==> src/rtl/pwb_pkg.sv <==
package pwb_pkg;
    typedef enum logic [1:0] {
        PH_IDLE = 2'd0,
        PH_LOAD = 2'd1,
        PH_PROG = 2'd2
    } phase_e;
endpackage

==> src/rtl/pwb_page_store.sv <==
module pwb_page_store #(
    parameter int PAGE_BYTES = 128,
    parameter int OFF_W      = 7
) (
    input  logic             clk,
    input  logic             rst_n,
    input  logic             clear_i,
    input  logic [OFF_W-1:0] init_off_i,
    input  logic             load_i,
    input  logic [7:0]       byte_i,
    input  logic [OFF_W-1:0] rd_idx_i,
    output logic [7:0]       rd_data_o,
    output logic             rd_vld_o,
    output logic             any_o
);
    typedef struct packed {
        logic [PAGE_BYTES-1:0][7:0] mem;
        logic [PAGE_BYTES-1:0]      mask;
        logic [OFF_W-1:0]           off;
    } store_t;

    store_t st_d, st_q;

    always_comb begin
        st_d = st_q;
        if (clear_i) begin
            st_d.mask = '0;
            st_d.off  = init_off_i;
        end else if (load_i) begin
            st_d.mem[st_q.off]  = byte_i;
            st_d.mask[st_q.off] = 1'b1;
            st_d.off            = st_q.off + OFF_W'(1);
        end
    end

    always_ff @(posedge clk or negedge rst_n) begin
        if (!rst_n) st_q <= '0;
        else        st_q <= st_d;
    end

    assign rd_data_o = st_q.mem[rd_idx_i];
    assign rd_vld_o  = st_q.mask[rd_idx_i];
    assign any_o     = |st_q.mask;

    // the offset wraps inside the page
    assert_offset_wrap_R4: assert property (@(posedge clk) disable iff (!rst_n)
        (load_i && !clear_i && st_q.off == '1) |=> st_q.off == '0);
    // loaded-slot record cleared at an accepted start
    assert_mask_clear_R9: assert property (@(posedge clk) disable iff (!rst_n)
        clear_i |=> st_q.mask == '0);
endmodule

==> src/rtl/pwb_cycle_timer.sv <==
module pwb_cycle_timer #(
    parameter int PROG_CYCLES = 625000
) (
    input  logic clk,
    input  logic rst_n,
    input  logic start_i,
    output logic busy_o,
    output logic done_o
);
    localparam int CNT_W = (PROG_CYCLES > 2) ? $clog2(PROG_CYCLES) : 1;
    localparam logic [CNT_W-1:0] LAST = CNT_W'(PROG_CYCLES - 1);

    typedef struct packed {
        logic             active;
        logic [CNT_W-1:0] cnt;
    } tmr_t;

    tmr_t st_d, st_q;

    always_comb begin
        st_d   = st_q;
        done_o = st_q.active && (st_q.cnt == LAST);
        if (start_i) begin
            st_d.active = 1'b1;
            st_d.cnt    = '0;
        end else if (st_q.active) begin
            if (done_o) begin
                st_d.active = 1'b0;
                st_d.cnt    = '0;
            end else begin
                st_d.cnt = st_q.cnt + CNT_W'(1);
            end
        end
    end

    always_ff @(posedge clk or negedge rst_n) begin
        if (!rst_n) st_q <= '0;
        else        st_q <= st_d;
    end

    assign busy_o = st_q.active;

    // the count never passes the programmed length
    assert_cnt_range_R8: assert property (@(posedge clk) disable iff (!rst_n)
        st_q.active |-> st_q.cnt <= LAST);
    // a new cycle only starts from idle
    assert_start_idle_R8: assert property (@(posedge clk) disable iff (!rst_n)
        start_i |-> !st_q.active);
endmodule

==> src/rtl/pwb_ctrl.sv <==
module pwb_ctrl
    import pwb_pkg::*;
#(
    parameter int ADDR_W = 16,
    parameter int OFF_W  = 7
) (
    input  logic                    clk,
    input  logic                    rst_n,
    input  logic                    wel_set_i,
    input  logic                    wel_clr_i,
    input  logic                    wr_start_i,
    input  logic [ADDR_W-OFF_W-1:0] page_i,
    input  logic                    byte_vld_i,
    input  logic                    cs_rise_i,
    input  logic                    on_byte_i,
    input  logic                    prot_ok_i,
    input  logic                    any_loaded_i,
    input  logic                    slot_vld_i,
    input  logic                    tmr_done_i,
    output logic                    store_clear_o,
    output logic                    store_load_o,
    output logic                    tmr_start_o,
    output logic [OFF_W-1:0]        scan_idx_o,
    output logic                    arr_we_o,
    output logic [ADDR_W-OFF_W-1:0] arr_page_o,
    output logic                    wel_o
);
    localparam int PAGE_W = ADDR_W - OFF_W;

    typedef struct packed {
        phase_e            phase;
        logic              wel;
        logic [PAGE_W-1:0] page;
        logic [OFF_W:0]    scan;
    } ctrl_t;

    ctrl_t st_d, st_q;

    always_comb begin
        st_d          = st_q;
        store_clear_o = 1'b0;
        store_load_o  = 1'b0;
        tmr_start_o   = 1'b0;

        if (st_q.phase != PH_PROG) begin
            if (wel_clr_i)      st_d.wel = 1'b0;
            else if (wel_set_i) st_d.wel = 1'b1;
        end

        unique case (st_q.phase)
            PH_IDLE: begin
                if (wr_start_i && st_q.wel) begin
                    st_d.phase    = PH_LOAD;
                    st_d.page     = page_i;
                    store_clear_o = 1'b1;
                end
            end
            PH_LOAD: begin
                if (wr_start_i) begin
                    if (st_q.wel) begin
                        st_d.page     = page_i;
                        store_clear_o = 1'b1;
                    end else begin
                        st_d.phase = PH_IDLE;
                    end
                end else if (byte_vld_i) begin
                    store_load_o = 1'b1;
                end else if (cs_rise_i) begin
                    if (on_byte_i && prot_ok_i && any_loaded_i && st_q.wel) begin
                        st_d.phase  = PH_PROG;
                        st_d.scan   = '0;
                        tmr_start_o = 1'b1;
                    end else begin
                        st_d.phase = PH_IDLE;
                    end
                end
            end
            PH_PROG: begin
                if (!st_q.scan[OFF_W]) st_d.scan = st_q.scan + (OFF_W+1)'(1);
                if (tmr_done_i) begin
                    st_d.phase = PH_IDLE;
                    st_d.wel   = 1'b0;
                end
            end
            default: st_d.phase = PH_IDLE;
        endcase
    end

    always_ff @(posedge clk or negedge rst_n) begin
        if (!rst_n) begin
            st_q       <= '0;
            st_q.phase <= PH_IDLE;
        end else begin
            st_q <= st_d;
        end
    end

    assign scan_idx_o = st_q.scan[OFF_W-1:0];
    assign arr_page_o = st_q.page;
    assign arr_we_o   = (st_q.phase == PH_PROG) && !st_q.scan[OFF_W] && slot_vld_i;
    assign wel_o      = st_q.wel;

    // clear has priority over set outside programming
    assert_wel_clr_wins_R2: assert property (@(posedge clk) disable iff (!rst_n)
        (wel_clr_i && st_q.phase != PH_PROG) |=> !st_q.wel);
    // a start without the latch leaves the block idle
    assert_ignore_no_wel_R3: assert property (@(posedge clk) disable iff (!rst_n)
        (st_q.phase == PH_IDLE && wr_start_i && !st_q.wel) |=> st_q.phase == PH_IDLE);
    // an unaligned release aborts
    assert_abort_unaligned_R6: assert property (@(posedge clk) disable iff (!rst_n)
        (st_q.phase == PH_LOAD && cs_rise_i && !wr_start_i && !byte_vld_i && !on_byte_i)
        |=> st_q.phase == PH_IDLE);
    // a protected release never programs
    assert_protect_block_R7: assert property (@(posedge clk) disable iff (!rst_n)
        (st_q.phase == PH_LOAD && cs_rise_i && !prot_ok_i) |=> st_q.phase != PH_PROG);
endmodule

==> src/rtl/page_write_buffer.sv <==
module page_write_buffer #(
    parameter int ADDR_W      = 16,
    parameter int PAGE_BYTES  = 128,
    parameter int PROG_CYCLES = 625000
) (
    input  logic              clk,
    input  logic              rst_n,
    input  logic              wel_set_i,
    input  logic              wel_clr_i,
    input  logic              wr_start_i,
    input  logic [ADDR_W-1:0] start_addr_i,
    input  logic              byte_vld_i,
    input  logic [7:0]        byte_i,
    input  logic              cs_rise_i,
    input  logic              on_byte_i,
    input  logic              prot_ok_i,
    output logic              arr_we_o,
    output logic [ADDR_W-1:0] arr_addr_o,
    output logic [7:0]        arr_data_o,
    output logic              busy_o,
    output logic              wel_o
);
    localparam int OFF_W  = $clog2(PAGE_BYTES);
    localparam int PAGE_W = ADDR_W - OFF_W;

    logic              store_clear, store_load, tmr_start, tmr_done;
    logic              slot_vld, any_loaded;
    logic [OFF_W-1:0]  scan_idx;
    logic [PAGE_W-1:0] arr_page;

    pwb_ctrl #(.ADDR_W(ADDR_W), .OFF_W(OFF_W)) u_ctrl (
        .clk           (clk),
        .rst_n         (rst_n),
        .wel_set_i     (wel_set_i),
        .wel_clr_i     (wel_clr_i),
        .wr_start_i    (wr_start_i & ~busy_o),
        .page_i        (start_addr_i[ADDR_W-1:OFF_W]),
        .byte_vld_i    (byte_vld_i),
        .cs_rise_i     (cs_rise_i),
        .on_byte_i     (on_byte_i),
        .prot_ok_i     (prot_ok_i),
        .any_loaded_i  (any_loaded),
        .slot_vld_i    (slot_vld),
        .tmr_done_i    (tmr_done),
        .store_clear_o (store_clear),
        .store_load_o  (store_load),
        .tmr_start_o   (tmr_start),
        .scan_idx_o    (scan_idx),
        .arr_we_o      (arr_we_o),
        .arr_page_o    (arr_page),
        .wel_o         (wel_o)
    );

    pwb_page_store #(.PAGE_BYTES(PAGE_BYTES), .OFF_W(OFF_W)) u_store (
        .clk        (clk),
        .rst_n      (rst_n),
        .clear_i    (store_clear),
        .init_off_i (start_addr_i[OFF_W-1:0]),
        .load_i     (store_load),
        .byte_i     (byte_i),
        .rd_idx_i   (scan_idx),
        .rd_data_o  (arr_data_o),
        .rd_vld_o   (slot_vld),
        .any_o      (any_loaded)
    );

    pwb_cycle_timer #(.PROG_CYCLES(PROG_CYCLES)) u_timer (
        .clk     (clk),
        .rst_n   (rst_n),
        .start_i (tmr_start),
        .busy_o  (busy_o),
        .done_o  (tmr_done)
    );

    assign arr_addr_o = {arr_page, scan_idx};

    // array writes only inside the programming window
    assert_we_in_busy_R9: assert property (@(posedge clk) disable iff (!rst_n)
        arr_we_o |-> busy_o);
    // latch is clear once busy falls
    assert_wel_autoclear_R10: assert property (@(posedge clk) disable iff (!rst_n)
        $fell(busy_o) |-> !wel_o);
    // busy only rises after a release
    assert_busy_after_release_R8: assert property (@(posedge clk) disable iff (!rst_n)
        $rose(busy_o) |-> $past(cs_rise_i));
endmodule

==> config.mk <==
export PLATFORM = sky130hd
export DESIGN_NAME = page_write_buffer
export DESIGN_NICKNAME = d
export VERILOG_FILES = /design/src/rtl/pwb_pkg.sv /design/src/rtl/pwb_page_store.sv /design/src/rtl/pwb_cycle_timer.sv /design/src/rtl/pwb_ctrl.sv /design/src/rtl/page_write_buffer.sv
export SDC_FILE = /design/constraint.sdc
export NUM_CORES = 2
export LEC_CHECK = 0
export ABC_CLOCK_PERIOD_IN_PS = 3100
export BUFFER_PORTS_ARGS = -buffer_cell sky130_fd_sc_hd__clkbuf_2
export CAP_MARGIN = 25
export CORE_UTILIZATION = 30
export DETAILED_ROUTE_END_ITERATION = 10
export GPL_ROUTABILITY_DRIVEN = 0
export PLACE_DENSITY = 0.54
export SLEW_MARGIN = 20
export SYNTH_ARGS = -nofsm -noshare
export SYNTH_HDL_FRONTEND = slang
export SYNTH_SLANG_ARGS = --single-unit
export TNS_END_PERCENT = 1
==> constraint.sdc <==
create_clock -name clk -period 3.1 [get_ports clk]
set_input_delay 0.155 -clock clk [delete_from_list [all_inputs] [get_ports clk]]
set_output_delay 0.155 -clock clk [all_outputs]
set_load 0.03 [all_outputs]
==> results.json <==
{
  "clk_latency_ps": 770,
  "dp_slack_ps": -278,
  "clk_pin_slew_ps": 60,
  "grt_usage_pct": 17.5,
  "dieArea_sq_um": 186000,
  "fmax_ghz": 0.271,
  "wire_per_inst_um": 24.3,
  "hold_path_class": "input pin to flop",
  "placed_cell_area_sq_um": 60300,
  "powerDensity_nw_per_um2": 555,
  "n_fill_cell": 17300,
  "min_path_cells": 2,
  "worstPathMaxFanout": 24,
  "dr.pass1.iters": 7,
  "critPathKind": "flop to primary output",
  "cap_violations": 0,
  "cts_tree": "done",
  "area_growth_syn_to_layout_pct": 20.3,
  "met3_usage_pct": 2.47,
  "synth_area_leader_cell": "dfrtp_1",
  "antenna_found_initial": 3,
  "drt_iter0_markers": 2431,
  "wl_um": 161000,
  "worstReg2RegEnd": "u_timer.st_q[16]$_DFFE_PN0P_",
  "hpwlAfterDp_um": 106000,
  "r2r_cells": 9,
  "syn_avg_cell_area_sq_um": 14.5,
  "final_hold_viol_count": 0,
  "p_total_mw": 36.8,
  "die_w_um": 431,
  "synth_area_leaders": "dfrtp_1 54%, mux2_2 21%, mux4_2 8.8%",
  "ir_drop_v": 0.000560,
  "port_buffers": 59,
  "finalSetupViolCount": 9,
  "ys_types": 69,
  "relSlewSlack_pct": 26.0,
  "yosysSeqAreaShare_pct": 54.5,
  "met1_usage_pct": 24.7,
  "worst_pin_slew_ps": 1110,
  "vias_per_cell": 5.12,
  "synth_cells": 3795,
  "grt_max_degree": 129,
  "cp_cell_sequence": "buf_12, nor2_4, buf_12, buf_4, a211o_1, a21oi_4, o31ai_2, a211o_4, clkbuf_8",
  "fin_ws_ps": -597,
  "synth_top_area_share_pct": 54.5,
  "grt_use_met2_pct": 28.0,
  "fin_crit_sh_pct": 119,
  "fin_nets": 4119,
  "start_kind": "flop",
  "die_height_um": 431,
  "coreArea_sq_um": 182000,
  "syn-num-nets": 3831,
  "vias": 34000,
  "arrival_ps": 3540,
  "hold_slack_ps": 38.4,
  "drc": 0,
  "cts-root-buf": "clkbuf_16",
  "critPathBufInv": 4,
  "busiest_layer": "met2",
  "slew_violations": 0,
  "cp-startpoint": "u_ctrl.scan_idx_o[3]$_DFFE_PN0P_",
  "clock_skew_ps": 27.1,
  "synth-seq-cells": 1200,
  "io_pins": 60,
  "rsz0062_at_grt": "true",
  "cp.depth": 9,
  "rows": 156,
  "ant_nets": 0,
  "final_area_sq_um": 66300,
  "worst-r2r-setup-slack_ps": 130,
  "grt_overflow": 0,
  "reg2reg_from": "u_store.st_q[71]$_DFFE_PN0P_",
  "grt_pass1_wl_um": 245000,
  "initial_utilization_pct": 30.3,
  "async_flop_share_pct": 100,
  "p_leak_nw": 32.9,
  "synth_edf_count": 0,
  "worst_path_largest_cell_delay_ps": 540,
  "grt_pass1_vias": 35500,
  "critPathSlowestCell": "dfrtp_4",
  "numClockSinks": 1200,
  "violations": "setup timing",
  "worst_path_dominant_cell_family": "compound AO/OA/AOI/OAI gates",
  "crit_required_ps": 2940,
  "final.min_clock_period_ps": 3700,
  "layout-drive-gt1-share_pct": 49.8,
  "ys.flop_type": "dfrtp_1",
  "worstHoldEndpoint": "u_store.st_q[240]$_DFFE_PN0P_",
  "cts_buffers": 134,
  "end_kind": "primary output",
  "yosysWarningCount": 0,
  "crit_top_cell": "buf_12",
  "netlist_area_sq_um": 55100,
  "htreeDepth": 4,
  "status": "complete, but fails checks",
  "hold_path_startpoint": "byte_i[1]",
  "clockBufferDepth": 3
}
## flip-flops by register name, summed over array words and instances, names as in the netlist
name               count
u_timer.busy_o         1
u_ctrl.scan_idx_o      7
u_ctrl.st_q            3
u_store.st_q        1159
u_timer.st_q          20
u_ctrl.arr_page_o      9
u_ctrl.wel_o           1
## metal layers
layer | vias to the layer above | part of all wire (%)
li1 | 14700 | -
met1 | 18400 | 47
met2 | 651 | 48
met3 | 210 | 3.6
met4 | 0 | 2.2
met5 | - | 0
## cell families (layout without fill, tap and decap cells)
logic type | after synthesis | count (layout) | synth area share [%]
muxes | 1419 | 1419 | 33.0
DFF | 1200 | 1200 | 54.5
and+or+nand+nor | 536 | 536 | 5.33
AOI/OAI and AO/OA | 330 | 330 | 4.49
buffers and inverters | 292 | 682 | 2.43
xor gates and xnor gates | 15 | 15 | 0.238
adders and majority gates | 3 | 3 | 0.0681
other | 0 | 2 | 0
## cell usage after synthesis, drive strengths merged, types with 33 or more instances
| cell | instances |
|---|---|
| dfrtp | 1200 |
| mux2 | 1035 |
| nand2 | 257 |
| mux4 | 215 |
| clkbuf | 176 |
| mux2i | 169 |
| nor2 | 127 |
| buf | 112 |
| a21o | 69 |
| a211oi | 53 |
| nor4 | 35 |
| o221ai | 33 |
| o22ai | 33 |
## power breakdown
part / switching [mW] / internal, mW
Clock: 6.67 / 9.57
Combinational: 2.21 / 1.56
Sequential: 0.486 / 16.3
## cells in the final DEF (no fill, tap or decap), types with 28 or more instances in the layout
cell type,n
mux2i_1,162
o22ai_1,33
nor4_1,35
buf_4,282
dfrtp_1,1194
nand2_2,49
nor2_1,58
nor2_2,50
a21o_1,69
dlygate4sd3_1,32
nand2_1,208
clkbuf_16,139
clkbuf_2,41
o221ai_1,31
a211oi_2,28
clkbuf_8,32
mux2_2,1018
buf_12,54
mux4_2,215
## worst max path at each step
stage / endpoint / slack [ps]
after global placement: arr_data_o[3] / -320
after CTS: arr_data_o[3] / -680
after global routing: arr_data_o[0] / -670
after floorplan: arr_data_o[1] / 590
final: arr_data_o[6] / -600
after detailed placement: arr_data_o[3] / -280
## metrics by stage
| stage | util, % | cells | TNS, ps |
|---|---|---|---|
| 6_report | 36.5 | 6636 | -4830 |
| 5_1_grt | 36.5 | 6635 | -5620 |
| 4_1_cts | 36.3 | 6614 | -5930 |
| 3_5_place_dp | 33.2 | 6324 | -613 |
| 3_3_place_gp | 33.2 | 6324 | -702 |
| 2_1_floorplan | - | 3795 | 0 |
## area by class of cell
class                   instances  area (sq um)  share of cell area [%]
flip-flops and latches       1200         30000                    45.3
multi-input cells            2303         24400                    36.8
repair buffers                440          4350                    6.55
clock buffers                 193          3960                    5.97
well taps                    2449          3060                    4.62
clock inverters                45           513                   0.773
inverters                       4          18.8                  0.0283
diodes                          2          5.00                 0.00754
## timing repair
item / 4_1_cts / 5_1_grt
hold endpoints to repair: 122 / 0
endpoints found under the setup margin: 9 / 11
resized for setup: 94 / 62
hold buffers: 32 / 0
cloned: 5 / 1
pin swaps: 16 / 17
setup buffers: 17 / 20
No activity file was read; power rests on OpenSTA's default activity.
